<file path="config.mk">
export PLATFORM = sky130hd
export DESIGN_NAME = msi_l1_ctrl
export DESIGN_NICKNAME = d
export VERILOG_FILES = /design/src/rtl/msi_pkg.sv /design/src/rtl/msi_line_array.sv /design/src/rtl/msi_dng_unit.sv /design/src/rtl/msi_miss_fsm.sv /design/src/rtl/msi_l1_ctrl.sv
export SDC_FILE = /design/constraint.sdc
export NUM_CORES = 1
export LEC_CHECK = 0
export BUFFER_PORTS_ARGS = -buffer_cell sky130_fd_sc_hd__buf_2
export CORE_MARGIN = 4
export CORE_UTILIZATION = 39
export DETAILED_ROUTE_END_ITERATION = 6
export SYNTH_ARGS = -nofsm -noshare
export SYNTH_HDL_FRONTEND = slang
export SYNTH_HIERARCHICAL = 1
export SYNTH_SLANG_ARGS = --single-unit
</file>
<file path="constraint.sdc">
create_clock -name clk_i -period 6 [get_ports clk_i]
set_input_delay 0.6 -clock clk_i [delete_from_list [all_inputs] [get_ports clk_i]]
set_output_delay 0.6 -clock clk_i [all_outputs]
set_load 0.05 [all_outputs]
</file>
<file path="src/rtl/msi_pkg.sv">
package msi_pkg;
  typedef enum logic [1:0] {
    ST_I = 2'b00,
    ST_S = 2'b01,
    ST_M = 2'b10
  } msi_e;

  typedef enum logic [2:0] {
    MS_READY,
    MS_START,
    MS_FILL_REQ,
    MS_FILL_WAIT,
    MS_RESP
  } miss_e;
endpackage

</file>
<file path="src/rtl/msi_line_array.sv">
module msi_line_array
  import msi_pkg::*;
#(
  parameter int LINES  = 4,
  parameter int TAG_W  = 6,
  parameter int DATA_W = 32,
  localparam int IDX_W = $clog2(LINES)
) (
  input  logic              clk_i,
  input  logic              rst_ni,
  input  logic [IDX_W-1:0]  rd_a_idx_i,
  output msi_e              rd_a_st_o,
  output logic [TAG_W-1:0]  rd_a_tag_o,
  output logic [DATA_W-1:0] rd_a_data_o,
  input  logic [IDX_W-1:0]  rd_b_idx_i,
  output msi_e              rd_b_st_o,
  output logic [TAG_W-1:0]  rd_b_tag_o,
  output logic [DATA_W-1:0] rd_b_data_o,
  input  logic              wr_st_we_i,
  input  msi_e              wr_st_i,
  input  logic [TAG_W-1:0]  wr_tag_i,
  input  logic              wr_data_we_i,
  input  logic [DATA_W-1:0] wr_data_i,
  input  logic              dn_we_i,
  input  logic [IDX_W-1:0]  dn_idx_i,
  input  msi_e              dn_st_i
);
  msi_e              st_q   [LINES];
  logic [TAG_W-1:0]  tag_q  [LINES];
  logic [DATA_W-1:0] data_q [LINES];

  always_ff @(posedge clk_i or negedge rst_ni) begin
    if (!rst_ni) begin
      for (int i = 0; i < LINES; i++) st_q[i] <= ST_I;
    end else if (wr_st_we_i) begin
      st_q[rd_a_idx_i] <= wr_st_i;
    end else if (dn_we_i) begin
      st_q[dn_idx_i] <= dn_st_i;
    end
  end

  always_ff @(posedge clk_i) begin
    if (wr_st_we_i)   tag_q[rd_a_idx_i]  <= wr_tag_i;
    if (wr_data_we_i) data_q[rd_a_idx_i] <= wr_data_i;
  end

  assign rd_a_st_o   = st_q[rd_a_idx_i];
  assign rd_a_tag_o  = tag_q[rd_a_idx_i];
  assign rd_a_data_o = data_q[rd_a_idx_i];
  assign rd_b_st_o   = st_q[rd_b_idx_i];
  assign rd_b_tag_o  = tag_q[rd_b_idx_i];
  assign rd_b_data_o = data_q[rd_b_idx_i];

  // miss-side and downgrade-side writes never collide
  a_r7_single_writer: assert property (@(posedge clk_i) disable iff (!rst_ni)
    !((wr_st_we_i || wr_data_we_i) && dn_we_i));
endmodule

</file>
<file path="src/rtl/msi_dng_unit.sv">
module msi_dng_unit
  import msi_pkg::*;
#(
  parameter int ADDR_W = 8,
  parameter int DATA_W = 32,
  parameter int IDX_W  = 2,
  localparam int TAG_W = ADDR_W - IDX_W
) (
  input  logic              req_valid_i,
  input  logic              allow_i,
  input  logic [ADDR_W-1:0] addr_i,
  input  msi_e              tgt_i,
  input  msi_e              line_st_i,
  input  logic [TAG_W-1:0]  line_tag_i,
  input  logic [DATA_W-1:0] line_data_i,
  input  logic              busy_i,
  input  logic [ADDR_W-1:0] busy_addr_i,
  input  logic              c2p_ready_i,
  output logic [IDX_W-1:0]  idx_o,
  output logic              ready_o,
  output logic              reply_o,
  output logic              reply_has_data_o,
  output logic [DATA_W-1:0] reply_data_o,
  output logic              we_o
);
  logic present;
  msi_e cur;

  assign idx_o   = addr_i[IDX_W-1:0];
  // line awaiting fill counts as already downgraded
  assign present = (line_st_i != ST_I) && (line_tag_i == addr_i[ADDR_W-1:IDX_W])
                   && !(busy_i && (busy_addr_i == addr_i));
  assign cur     = present ? line_st_i : ST_I;

  assign reply_o          = req_valid_i && allow_i && (cur > tgt_i);
  assign ready_o          = allow_i && (!reply_o || c2p_ready_i);
  assign we_o             = reply_o && c2p_ready_i;
  assign reply_has_data_o = (cur == ST_M);
  assign reply_data_o     = line_data_i;
endmodule

</file>
<file path="src/rtl/msi_miss_fsm.sv">
module msi_miss_fsm
  import msi_pkg::*;
#(
  parameter int ADDR_W = 8,
  parameter int DATA_W = 32,
  parameter int IDX_W  = 2,
  localparam int TAG_W = ADDR_W - IDX_W
) (
  input  logic              clk_i,
  input  logic              rst_ni,
  input  logic              req_valid_i,
  output logic              req_ready_o,
  input  logic              req_store_i,
  input  logic [ADDR_W-1:0] req_addr_i,
  input  logic [DATA_W-1:0] req_data_i,
  output logic              rsp_valid_o,
  output logic [DATA_W-1:0] rsp_data_o,
  input  logic              dng_busy_i,
  output logic [IDX_W-1:0]  rd_idx_o,
  input  msi_e              rd_st_i,
  input  logic [TAG_W-1:0]  rd_tag_i,
  input  logic [DATA_W-1:0] rd_data_i,
  output logic              wr_st_we_o,
  output msi_e              wr_st_o,
  output logic [TAG_W-1:0]  wr_tag_o,
  output logic              wr_data_we_o,
  output logic [DATA_W-1:0] wr_data_o,
  output logic              c2p_valid_o,
  input  logic              c2p_ready_i,
  output logic              c2p_is_req_o,
  output logic [ADDR_W-1:0] c2p_addr_o,
  output msi_e              c2p_state_o,
  output logic              c2p_has_data_o,
  output logic [DATA_W-1:0] c2p_data_o,
  input  logic              fill_valid_i,
  output logic              fill_ready_o,
  input  msi_e              fill_state_i,
  input  logic [DATA_W-1:0] fill_data_i,
  output miss_e             state_o,
  output logic [ADDR_W-1:0] miss_addr_o
);
  miss_e             state_q, state_d;
  logic              miss_store_q;
  logic [ADDR_W-1:0] miss_addr_q;
  logic [DATA_W-1:0] miss_data_q;
  logic              rsp_valid_q, rsp_valid_d;
  logic [DATA_W-1:0] rsp_data_q, rsp_data_d;
  logic [ADDR_W-1:0] cur_addr;
  logic [TAG_W-1:0]  cur_tag;
  logic              accept, hit_ok;

  assign cur_addr    = (state_q == MS_READY) ? req_addr_i : miss_addr_q;
  assign rd_idx_o    = cur_addr[IDX_W-1:0];
  assign cur_tag     = cur_addr[ADDR_W-1:IDX_W];
  assign req_ready_o = (state_q == MS_READY) && !dng_busy_i;
  assign accept      = req_valid_i && req_ready_o;
  assign hit_ok      = (rd_st_i != ST_I) && (rd_tag_i == cur_tag)
                       && (!req_store_i || rd_st_i == ST_M);

  always_comb begin
    state_d        = state_q;
    rsp_valid_d    = 1'b0;
    rsp_data_d     = '0;
    wr_st_we_o     = 1'b0;
    wr_st_o        = ST_I;
    wr_tag_o       = cur_tag;
    wr_data_we_o   = 1'b0;
    wr_data_o      = req_data_i;
    c2p_valid_o    = 1'b0;
    c2p_is_req_o   = 1'b0;
    c2p_addr_o     = miss_addr_q;
    c2p_state_o    = ST_I;
    c2p_has_data_o = 1'b0;
    c2p_data_o     = rd_data_i;
    fill_ready_o   = 1'b0;
    unique case (state_q)
      MS_READY: if (accept) begin
        if (hit_ok) begin
          rsp_valid_d = 1'b1;
          if (req_store_i) wr_data_we_o = 1'b1;
          else             rsp_data_d   = rd_data_i;
        end else begin
          state_d = MS_START;
        end
      end
      MS_START: begin
        if (rd_st_i != ST_I) begin
          c2p_valid_o    = 1'b1;
          c2p_addr_o     = {rd_tag_i, rd_idx_o};
          c2p_has_data_o = (rd_st_i == ST_M);
          if (c2p_ready_i) begin
            wr_st_we_o = 1'b1;
            state_d    = MS_FILL_REQ;
          end
        end else begin
          state_d = MS_FILL_REQ;
        end
      end
      MS_FILL_REQ: begin
        c2p_valid_o  = 1'b1;
        c2p_is_req_o = 1'b1;
        c2p_state_o  = miss_store_q ? ST_M : ST_S;
        c2p_data_o   = '0;
        if (c2p_ready_i) state_d = MS_FILL_WAIT;
      end
      MS_FILL_WAIT: begin
        fill_ready_o = 1'b1;
        if (fill_valid_i) begin
          wr_st_we_o   = 1'b1;
          wr_st_o      = fill_state_i;
          wr_data_we_o = 1'b1;
          wr_data_o    = fill_data_i;
          state_d      = MS_RESP;
        end
      end
      MS_RESP: begin
        rsp_valid_d = 1'b1;
        if (miss_store_q) begin
          wr_data_we_o = 1'b1;
          wr_data_o    = miss_data_q;
        end else begin
          rsp_data_d = rd_data_i;
        end
        state_d = MS_READY;
      end
      default: state_d = MS_READY;
    endcase
  end

  always_ff @(posedge clk_i or negedge rst_ni) begin
    if (!rst_ni) begin
      state_q      <= MS_READY;
      rsp_valid_q  <= 1'b0;
      rsp_data_q   <= '0;
      miss_store_q <= 1'b0;
      miss_addr_q  <= '0;
      miss_data_q  <= '0;
    end else begin
      state_q     <= state_d;
      rsp_valid_q <= rsp_valid_d;
      rsp_data_q  <= rsp_data_d;
      if (accept && !hit_ok) begin
        miss_store_q <= req_store_i;
        miss_addr_q  <= req_addr_i;
        miss_data_q  <= req_data_i;
      end
    end
  end

  assign rsp_valid_o = rsp_valid_q;
  assign rsp_data_o  = rsp_data_q;
  assign state_o     = state_q;
  assign miss_addr_o = miss_addr_q;

  // no new request while a miss is open
  a_r11_one_outstanding: assert property (@(posedge clk_i) disable iff (!rst_ni)
    (state_q != MS_READY) |-> !req_ready_o);
  // stage order
  a_r12_start_next: assert property (@(posedge clk_i) disable iff (!rst_ni)
    (state_q == MS_START) |=> (state_q == MS_START || state_q == MS_FILL_REQ));
  a_r12_req_next: assert property (@(posedge clk_i) disable iff (!rst_ni)
    (state_q == MS_FILL_REQ) |=> (state_q == MS_FILL_REQ || state_q == MS_FILL_WAIT));
  a_r12_wait_next: assert property (@(posedge clk_i) disable iff (!rst_ni)
    (state_q == MS_FILL_WAIT) |=> (state_q == MS_FILL_WAIT || state_q == MS_RESP));
  // response stage always answers the processor
  a_r6_resp_pulse: assert property (@(posedge clk_i) disable iff (!rst_ni)
    (state_q == MS_RESP) |=> (rsp_valid_o && state_q == MS_READY));
  // indexed line is empty before the fill request leaves
  a_r5_evicted_first: assert property (@(posedge clk_i) disable iff (!rst_ni)
    (state_q == MS_FILL_REQ) |-> (rd_st_i == ST_I));
endmodule

</file>
<file path="src/rtl/msi_l1_ctrl.sv">
module msi_l1_ctrl
  import msi_pkg::*;
#(
  parameter int ADDR_W = 8,
  parameter int DATA_W = 32,
  parameter int LINES  = 4
) (
  input  logic              clk_i,
  input  logic              rst_ni,
  input  logic              req_valid_i,
  output logic              req_ready_o,
  input  logic              req_store_i,
  input  logic [ADDR_W-1:0] req_addr_i,
  input  logic [DATA_W-1:0] req_data_i,
  output logic              rsp_valid_o,
  output logic [DATA_W-1:0] rsp_data_o,
  output logic              c2p_valid_o,
  input  logic              c2p_ready_i,
  output logic              c2p_is_req_o,
  output logic [ADDR_W-1:0] c2p_addr_o,
  output logic [1:0]        c2p_state_o,
  output logic              c2p_has_data_o,
  output logic [DATA_W-1:0] c2p_data_o,
  input  logic              p2c_valid_i,
  output logic              p2c_ready_o,
  input  logic              p2c_is_req_i,
  input  logic [ADDR_W-1:0] p2c_addr_i,
  input  logic [1:0]        p2c_state_i,
  input  logic [DATA_W-1:0] p2c_data_i
);
  localparam int IDX_W = $clog2(LINES);
  localparam int TAG_W = ADDR_W - IDX_W;

  logic [IDX_W-1:0]  a_idx, b_idx;
  msi_e              a_st, b_st;
  logic [TAG_W-1:0]  a_tag, b_tag;
  logic [DATA_W-1:0] a_data, b_data;
  logic              wr_st_we, wr_data_we;
  msi_e              wr_st;
  logic [TAG_W-1:0]  wr_tag;
  logic [DATA_W-1:0] wr_data;

  logic              f_valid, f_is_req, f_has_data, fill_ready;
  logic [ADDR_W-1:0] f_addr, miss_addr;
  msi_e              f_state;
  logic [DATA_W-1:0] f_data;
  miss_e             fsm_state;

  logic              dng_req, dng_allow, dng_ready, dng_reply, dng_has_data, dng_we;
  logic [DATA_W-1:0] dng_data;
  logic              fill_busy;

  assign dng_req   = p2c_valid_i && p2c_is_req_i;
  assign dng_allow = (fsm_state != MS_RESP) && !f_valid;
  assign fill_busy = (fsm_state == MS_FILL_REQ) || (fsm_state == MS_FILL_WAIT);

  msi_line_array #(.LINES(LINES), .TAG_W(TAG_W), .DATA_W(DATA_W)) u_array (
    .clk_i, .rst_ni,
    .rd_a_idx_i(a_idx), .rd_a_st_o(a_st), .rd_a_tag_o(a_tag), .rd_a_data_o(a_data),
    .rd_b_idx_i(b_idx), .rd_b_st_o(b_st), .rd_b_tag_o(b_tag), .rd_b_data_o(b_data),
    .wr_st_we_i(wr_st_we), .wr_st_i(wr_st), .wr_tag_i(wr_tag),
    .wr_data_we_i(wr_data_we), .wr_data_i(wr_data),
    .dn_we_i(dng_we), .dn_idx_i(b_idx), .dn_st_i(msi_e'(p2c_state_i))
  );

  msi_miss_fsm #(.ADDR_W(ADDR_W), .DATA_W(DATA_W), .IDX_W(IDX_W)) u_fsm (
    .clk_i, .rst_ni,
    .req_valid_i, .req_ready_o, .req_store_i, .req_addr_i, .req_data_i,
    .rsp_valid_o, .rsp_data_o,
    .dng_busy_i(dng_req),
    .rd_idx_o(a_idx), .rd_st_i(a_st), .rd_tag_i(a_tag), .rd_data_i(a_data),
    .wr_st_we_o(wr_st_we), .wr_st_o(wr_st), .wr_tag_o(wr_tag),
    .wr_data_we_o(wr_data_we), .wr_data_o(wr_data),
    .c2p_valid_o(f_valid), .c2p_ready_i, .c2p_is_req_o(f_is_req),
    .c2p_addr_o(f_addr), .c2p_state_o(f_state), .c2p_has_data_o(f_has_data),
    .c2p_data_o(f_data),
    .fill_valid_i(p2c_valid_i && !p2c_is_req_i), .fill_ready_o(fill_ready),
    .fill_state_i(msi_e'(p2c_state_i)), .fill_data_i(p2c_data_i),
    .state_o(fsm_state), .miss_addr_o(miss_addr)
  );

  msi_dng_unit #(.ADDR_W(ADDR_W), .DATA_W(DATA_W), .IDX_W(IDX_W)) u_dng (
    .req_valid_i(dng_req), .allow_i(dng_allow), .addr_i(p2c_addr_i),
    .tgt_i(msi_e'(p2c_state_i)),
    .line_st_i(b_st), .line_tag_i(b_tag), .line_data_i(b_data),
    .busy_i(fill_busy), .busy_addr_i(miss_addr), .c2p_ready_i,
    .idx_o(b_idx), .ready_o(dng_ready), .reply_o(dng_reply),
    .reply_has_data_o(dng_has_data), .reply_data_o(dng_data), .we_o(dng_we)
  );

  // miss sequence owns the upward channel when it needs it
  always_comb begin
    if (f_valid) begin
      c2p_valid_o    = 1'b1;
      c2p_is_req_o   = f_is_req;
      c2p_addr_o     = f_addr;
      c2p_state_o    = f_state;
      c2p_has_data_o = f_has_data;
      c2p_data_o     = f_data;
    end else begin
      c2p_valid_o    = dng_reply;
      c2p_is_req_o   = 1'b0;
      c2p_addr_o     = p2c_addr_i;
      c2p_state_o    = p2c_state_i;
      c2p_has_data_o = dng_has_data;
      c2p_data_o     = dng_data;
    end
  end

  assign p2c_ready_o = p2c_is_req_i ? dng_ready : fill_ready;

  // demands wait out the response stage
  a_r9_hold_in_resp: assert property (@(posedge clk_i) disable iff (!rst_ni)
    (fsm_state == MS_RESP && dng_req) |-> !p2c_ready_o);
  // demand for the address being filled draws no reply
  a_r10_inflight_quiet: assert property (@(posedge clk_i) disable iff (!rst_ni)
    (fsm_state == MS_FILL_WAIT && dng_req && p2c_addr_i == miss_addr) |-> !c2p_valid_o);
  // a reply never raises permission
  a_r8_reply_not_up: assert property (@(posedge clk_i) disable iff (!rst_ni)
    (c2p_valid_o && !c2p_is_req_o) |-> (c2p_state_o != 2'b10));
endmodule

</file>
### After elaboration in Yosys (flattened, before gate mapping)

Memories as Yosys holds them, arrays and structs flattened.
Index checks and enable logic that the tools add are counted.

* bits in registers: 85
* bits in writable memories: 152
* bits of input ports: 89
* output and inout port bits: 80
* logic and storage cells: 133
* memories: 2

Memories
* u_array.data_q: words 4, bits a word 32, read ports 2, clocked after Yosys merged registers in 0, write ports 1, line msi_line_array.sv:30 `logic [DATA_W-1:0] data_q [LINES];`
* u_array.tag_q: words 4, bits a word 6, read ports 2, clocked after Yosys merged registers in 0, write ports 1, line msi_line_array.sv:29 `logic [TAG_W-1:0] tag_q [LINES];`

* $lt $le $gt $ge: 5
* equality and inequality tests: 15
* multiplexer cells: 67
* bitwise logic cells: 2
* reduce and logical (&&, ||, !) cells: 32

Operators by type and width (count)
* 32-bit 2-to-1 mux: 8
* 32-bit case mux with 2 select lines: 2
* 8-bit 2-to-1 mux: 6
* 2-bit 2-to-1 mux: 12
* 1-bit 2-to-1 mux: 22
* 3-bit 2-to-1 mux: 6
* 1-bit logical AND: 17
* 8-bit bitwise mux: 2
* 6-bit equality test: 2
* 3-bit case mux with 4 select lines: 1
* 2-bit binary-select mux with 2-bit select: 2
* 2-bit demux with 2-bit select: 2
* 8-bit equality test: 1
* 1-bit zero test: 7
* 3-bit by 2-bit equality test with 1-bit output, second input constant: 2
* 3-bit >= comparator, second input constant: 2
* 3-bit by 1-bit less-than comparator with 1-bit output, second input constant: 2
* 3-bit != test, second input constant: 2
* 2-bit inverter with 3-bit output: 2
* 1-bit case mux with 2 select lines: 3
* 2-bit nonzero test: 3
* 5-bit AND reduction: 1
* 2-bit equality test, second input constant: 2
* 2-bit by 1-bit != test with 1-bit output, second input constant: 2
* other kinds (7): 10

### Depth between registers and ports, before layout

* word-level depth: 17
* mapped depth: 19
* depth with buffers taken out: 13

### Cells and area by module

The synthesis kept the hierarchy.

By module, submodules not included
* msi_line_array: instances 1, cells an instance 292, area each 6930.4 µm², seq. area each 4764.6 µm²
* msi_miss_fsm: instances 1, cells an instance 398, area each 4038.9 µm², seq. area each 1926.8 µm²
* msi_l1_ctrl: instances 1, cells an instance 56, area each 760.7 µm², seq. area each 0.0 µm²
* msi_dng_unit: instances 1, cells an instance 67, area each 510.5 µm², seq. area each 0.0 µm²

### Worst setup path after synthesis

OpenSTA, ideal clock, no wires.

* path kind: register to register
* from: register u_fsm.state_q[0] (netlist: u_fsm/state_o[0])
* to: memory u_array.data_q[0][0] (enable)
* setup time: 0.468 ns
* arrival time: 5.399 ns
* data required time: 5.532 ns
* setup slack: 0.133 ns
* cell stages (with the launch flop): 14
* path buffers: 2
* period minus slack after synthesis: 5.867 ns
* cells stage by stage: dfrtp_1 clkbuf_8 nor3_4 nand2_1 nand2_1 buf_2 mux4_2 xnor2_1 a21oi_1 a2111oi_2 and3_4 and4b_1 a211o_1 nor3b_1

* elaborated cells on any way between the ends: 22
* classes of those cells: eq/ne (4); mux (9); bitwise (1); reduce/logical (7); memory (1)

RTL lines
* start, declared: line msi_miss_fsm.sv:42 `miss_e state_q, state_d;`
* start signal, assigned: line msi_miss_fsm.sv:139 `state_q <= state_d;`
* 3-bit zero test: line msi_miss_fsm.sv:52 `assign cur_addr = (state_q == MS_READY) ? req_addr_i : miss_addr_q;`
* 8-bit 2-to-1 mux: line msi_miss_fsm.sv:52
* via a_idx[0]: line msi_l1_ctrl.sv:34 `logic [IDX_W-1:0] a_idx, b_idx;`
* memory read 4 x 6 bit
* via a_tag[4]: line msi_l1_ctrl.sv:36 `logic [TAG_W-1:0] a_tag, b_tag;`
* 6-bit equality test: line msi_miss_fsm.sv:57 `assign hit_ok = (rd_st_i != ST_I) && (rd_tag_i == cur_tag)`
* 1-bit logical AND: line msi_miss_fsm.sv:57
* 1-bit logical AND: line msi_miss_fsm.sv:58 `&& (!req_store_i || rd_st_i == ST_M);`
* 1-bit 2-to-1 mux: line msi_miss_fsm.sv:78 `if (hit_ok) begin`
* 1-bit 2-to-1 mux: line msi_miss_fsm.sv:77 `MS_READY: if (accept) begin`
* 1-bit case mux with 3 select lines: line msi_miss_fsm.sv:76 `unique case (state_q)`
* via wr_data_we: line msi_l1_ctrl.sv:38 `logic wr_st_we, wr_data_we;`
* 1-bit 2-to-1 mux: line msi_line_array.sv:44 `if (wr_data_we_i) data_q[rd_a_idx_i] <= wr_data_i;`
* 1-bit 2-to-1 mux (implied by the code): line msi_line_array.sv:44
* end, declared: line msi_line_array.sv:30

The timed path passes the listed nets, and every way through them passes these cells. The select of a mux whose other input is x is not followed.

### Worst setup path in the final report

* from: register u_fsm.state_q[0] (netlist: u_fsm/state_o[0])
* to: output port c2p_data_o[31]

* cells in the longest elaborated chain, start to end: 10
* elaborated cells on any way between the ends: 14
* classes of those cells: eq/ne (2); mux (8); bitwise (1); reduce/logical (2); memory (1)

RTL lines
* 3-bit zero test: line msi_miss_fsm.sv:52
* 8-bit 2-to-1 mux: line msi_miss_fsm.sv:52
* via a_idx[1]: line msi_l1_ctrl.sv:34
* 2-bit inverter with 3-bit output (implied by the code): line msi_line_array.sv:47 `assign rd_a_st_o = st_q[rd_a_idx_i];`
* 2-bit binary-select mux with 2-bit select: line msi_line_array.sv:47
* 2-bit 2-to-1 mux (implied by the code) (2 in series): line msi_line_array.sv:47
* via a_st[1]: line msi_l1_ctrl.sv:35 `msi_e a_st, b_st;`
* 2-bit nonzero test: line msi_miss_fsm.sv:87 `if (rd_st_i != ST_I) begin`
* 1-bit 2-to-1 mux: line msi_miss_fsm.sv:87
* 1-bit case mux with 2 select lines: line msi_miss_fsm.sv:76
* via f_valid: line msi_l1_ctrl.sv:43 `logic f_valid, f_is_req, f_has_data, fill_ready;`
* 32-bit 2-to-1 mux: line msi_l1_ctrl.sv:93 `if (f_valid) begin`
* end, declared: line msi_l1_ctrl.sv:23 `output logic [DATA_W-1:0] c2p_data_o,`

The timed path passes the listed nets, and every way through them passes these cells. The select of a mux whose other input is x is not followed.

==> flow_metrics.py <==
metrics = {
    "global_routing": {
        "grt_pass1_vias": 7573,
        "grt_max_degree": 51,
        "antenna_found_initial": 1,
        "track_usage": 0.1710,
        "grt_overflow": 0,
        "grt_pass1_wl_um": 44840,
    },
    "place": {
        "place.port_buffers": 168,
        "dp_hpwl_um": 19620,
        "dp_slack_ns": 1.139,
        "place.gp.congestion": 0.8099,
    },
    "setup_path": {
        "slowest_stage": "nand2_2",
        "crit_buf_inv": 2,
        "crit_required_ns": 5.40,
        "r2r-start": "u_fsm/state_o[0]",
        "r2r-end": "u_array/data_q[1][9]",
        "startpoint_type": "flop",
        "reg2reg_depth": 13,
        "crit_path_end_kind": "output port",
        "r2r_setup_slack_ns": 1.12,
        "cp.arrival_ns": 4.60,
        "critPathMaxFanout": 45,
        "criticalPathCategory": "reg -> out",
        "cp_top_family": "simple AND/OR/NAND/NOR gates",
        "cpPeakStageDelay_ns": 0.61,
        "crit_chain": "nor3_4 -> nand2_1 -> nand2_2 -> mux4_2 -> o21ai_0 -> o21ai_4 -> buf_4 -> mux2_2 -> buf_2",
        "path_depth": 9,
    },
    "power_and_ir_drop": {
        "ir_drop_mv": 0.2581,
        "leakage_nw": 5.717,
        "powerDensity_mw_per_mm2": 500.1,
    },
    "route": {
        "wl_um": 29310,
        "drc": 0,
        "vias_per_cell": 5.355,
        "first_pass_iters": 5,
        "drtIter0Drc": 505,
        "ant_nets": 0,
        "routed-via-count": 7251,
        "wl_per_cell_um": 21.64,
    },
    "timing": {
        "timing.final.ws_setup_ns": 0.8026,
        "max_clock_freq_mhz": 192.4,
        "maxSlewViolCount": 0,
        "rsz0062_at_grt": "no",
        "worst_pin_slew_ns": 1.065,
        "relSlewSlack": 0.2884,
        "fin_crit_ns": 5.197,
        "finClkSkew_ns": 0.01469,
        "finalCritPeriodShare": 0.8662,
        "finalSetupTns_ns": 0,
        "hold_viol": 0,
        "setup_viol": 0,
    },
    "yosys": {
        "synth-edff-count": 152,
        "synthArstFlopShare": 0.3586,
        "synth_nets": 904,
        "yosysTopAreaCellShare": 0.3729,
        "netlist_area_mm2": 0.01224,
        "avgSynthCellArea_um2": 15.06,
        "synth_top_area_cell": "edfxtp_1",
        "ys_seq_area_frac": 0.5467,
        "synthFlopType": "edfxtp_1",
        "synthCells": 813,
        "ys_seq_elements": 237,
        "synth.distinct_cells": 56,
        "synth.top_cells.by_area": "edfxtp_1 (37%), dfrtp_1 (17%), mux4_2 (15%)",
        "yosysWarnings": 6,
    },
    "run": {
        "maxCapViolCount": 0,
    },
    "cts": {
        "cts.clk_slew.worst_paths_ns": 0.06,
        "ctsResizeCount": 0,
        "clockBufferDepth": 3,
        "numCtsBuffers": 27,
        "cts_tree": "built",
        "clk_latency_ns": 0.52,
        "holdBufCountCts": 0,
        "root_buffer": "clkbuf_16",
        "cts_sinks": 237,
        "htree_levels": 1,
        "post_cts.repair.setup_buffers": 0,
    },
    "finish": {
        "drive_gt1_frac": 0.4301,
        "nets": 1029,
        "diodes": 0,
        "syn2layout_area_growth_pct": 14.46,
    },
    "floorplan": {
        "start_util": 0.3981,
        "core_mm2": 0.03075,
        "dieArea_mm2": 0.03428,
        "die_y_um": 185.2,
        "rows": 64,
        "ioPinCount": 169,
        "die_x_um": 185.2,
    },
    "status": {
        "status": "finished, final reports clean",
    },
    "hold_path": {
        "min_path_type": "in -> async",
    },
}
-- layout make-up --
cell class / instances / area (µm²)
well taps: 396 / 495.5
fillers: 2773 / 16740
multi-input cells: 483 / 4985
clock inverters: 16 / 147.6
flip-flops and latches: 237 / 6691
clock buffers: 33 / 718.2
inverters: 8 / 30.03
repair buffers: 181 / 943.4
-- worst max path at each step --
stage | from | end | slack (ns)
4_1_cts | u_fsm/state_o[0] | c2p_data_o[31] | 0.77
3_3_place_gp | u_fsm/state_o[0] | u_array/data_q[1][5] | 1.18
5_1_grt | u_fsm/state_o[0] | c2p_data_o[31] | 0.57
6_report | u_fsm/state_o[0] | c2p_data_o[31] | 0.80
2_1_floorplan | u_fsm/state_o[0] | u_array/data_q[0][0] | 0.13
3_5_place_dp | u_fsm/state_o[0] | u_array/data_q[1][4] | 1.14
-- synthesized netlist by cell type, drive strengths merged, types with 2 or more instances --
cell type,count
o21ai,6
mux2i,4
nor2b,39
mux2,87
a22oi,32
and3b,4
nor4b,2
dfrtp,85
nor4bb,2
a21oi,4
o21a,3
buf,60
and2,39
a22o,8
xor2,5
nor2,14
and3,4
or2,2
nand4,3
clkbuf,25
a211o,2
nand2,94
inv,8
ha,2
nor3b,3
a21o,9
mux4,80
and4b,2
nand2b,3
edfxtp,152
nor3,3
xnor2,12
nand3b,2
-- per-layer routing --
metal  part of all wire  wire length [µm]  global-route usage
met1               0.43             12570              0.2298
met2               0.49             14330              0.2879
met3              0.047              1378             0.02533
met4              0.034              1005             0.05578
met5            0.00068                20                   0
-- cell families (layout without fill, tap and decap cells) --
family,Yosys count,in the layout,share of synthesized area
compound gates,71,71,0.04538
xor+xnor,17,17,0.01216
fa+ha+maj,2,2,0.002044
buf+inv,93,238,0.05193
flops,237,237,0.5467
mux,171,171,0.2452
simple gates,222,222,0.09660
-- layout by cell type (no fill, tap or decap), types with 3 or more instances in the layout --
cell | netlist | final
mux2_4 | 48 | 48
a22o_1 | 8 | 8
dfrtp_1 | 85 | 85
nor2b_1 | 39 | 39
nand4_1 | 3 | 3
buf_2 | 8 | 166
a22oi_1 | 32 | 32
buf_4 | 39 | 15
nand2_1 | 94 | 92
edfxtp_1 | 152 | 152
clkbuf_16 | 0 | 27
a21o_1 | 9 | 9
mux2_2 | 39 | 39
a21oi_1 | 4 | 4
inv_1 | 8 | 8
mux2i_1 | 4 | 4
nor2_4 | 0 | 4
clkinv_2 | 0 | 7
mux4_2 | 80 | 80
clkbuf_1 | 24 | 4
xnor2_1 | 12 | 12
nor2_1 | 14 | 10
and3b_1 | 4 | 3
o21ai_0 | 6 | 4
o21a_1 | 3 | 3
and2_1 | 39 | 39
xor2_1 | 5 | 5
nand2b_1 | 3 | 3
-- report_power, final --
group	switching (mW)	total (mW)	internal, mW
sequential	0.167	2.21	2.04
combinational	1.91	3.21	1.30
clock	0.645	1.59	0.941
total	2.73	7.01	4.28
-- per-stage QoR --
stage / area (µm²) / hold slack, ns / total power, mW / utilization / instances
5_1_grt: 14010 / 0.09741 / 7.382 / 0.4556 / 1354
3_3_place_gp: 13150 / 0.4894 / 5.442 / 0.4275 / 1305
6_report: 14010 / 0.08510 / 7.006 / 0.4556 / 1354
2_1_floorplan: 12240 / 0.3044 / 4.872 / - / 813
3_5_place_dp: 13150 / 0.4940 / 5.477 / 0.4275 / 1305
4_1_cts: 14010 / 0.06314 / 7.089 / 0.4556 / 1354
-- state kept, by name, indices dropped and copies added (netlist names) --
| signal | count |
|---|---|
| u_fsm/state_o | 3 |
| u_fsm/rsp_data_o | 32 |
| u_array/st_q | 8 |
| u_fsm/rsp_valid_o | 1 |
| u_fsm/miss_addr_o | 8 |
| u_array/data_q | 128 |
| u_array/tag_q | 24 |
| u_fsm/miss_store_q | 1 |
| u_fsm/miss_data_q | 32 |
Note: power is estimated with default switching activity, not from simulation.
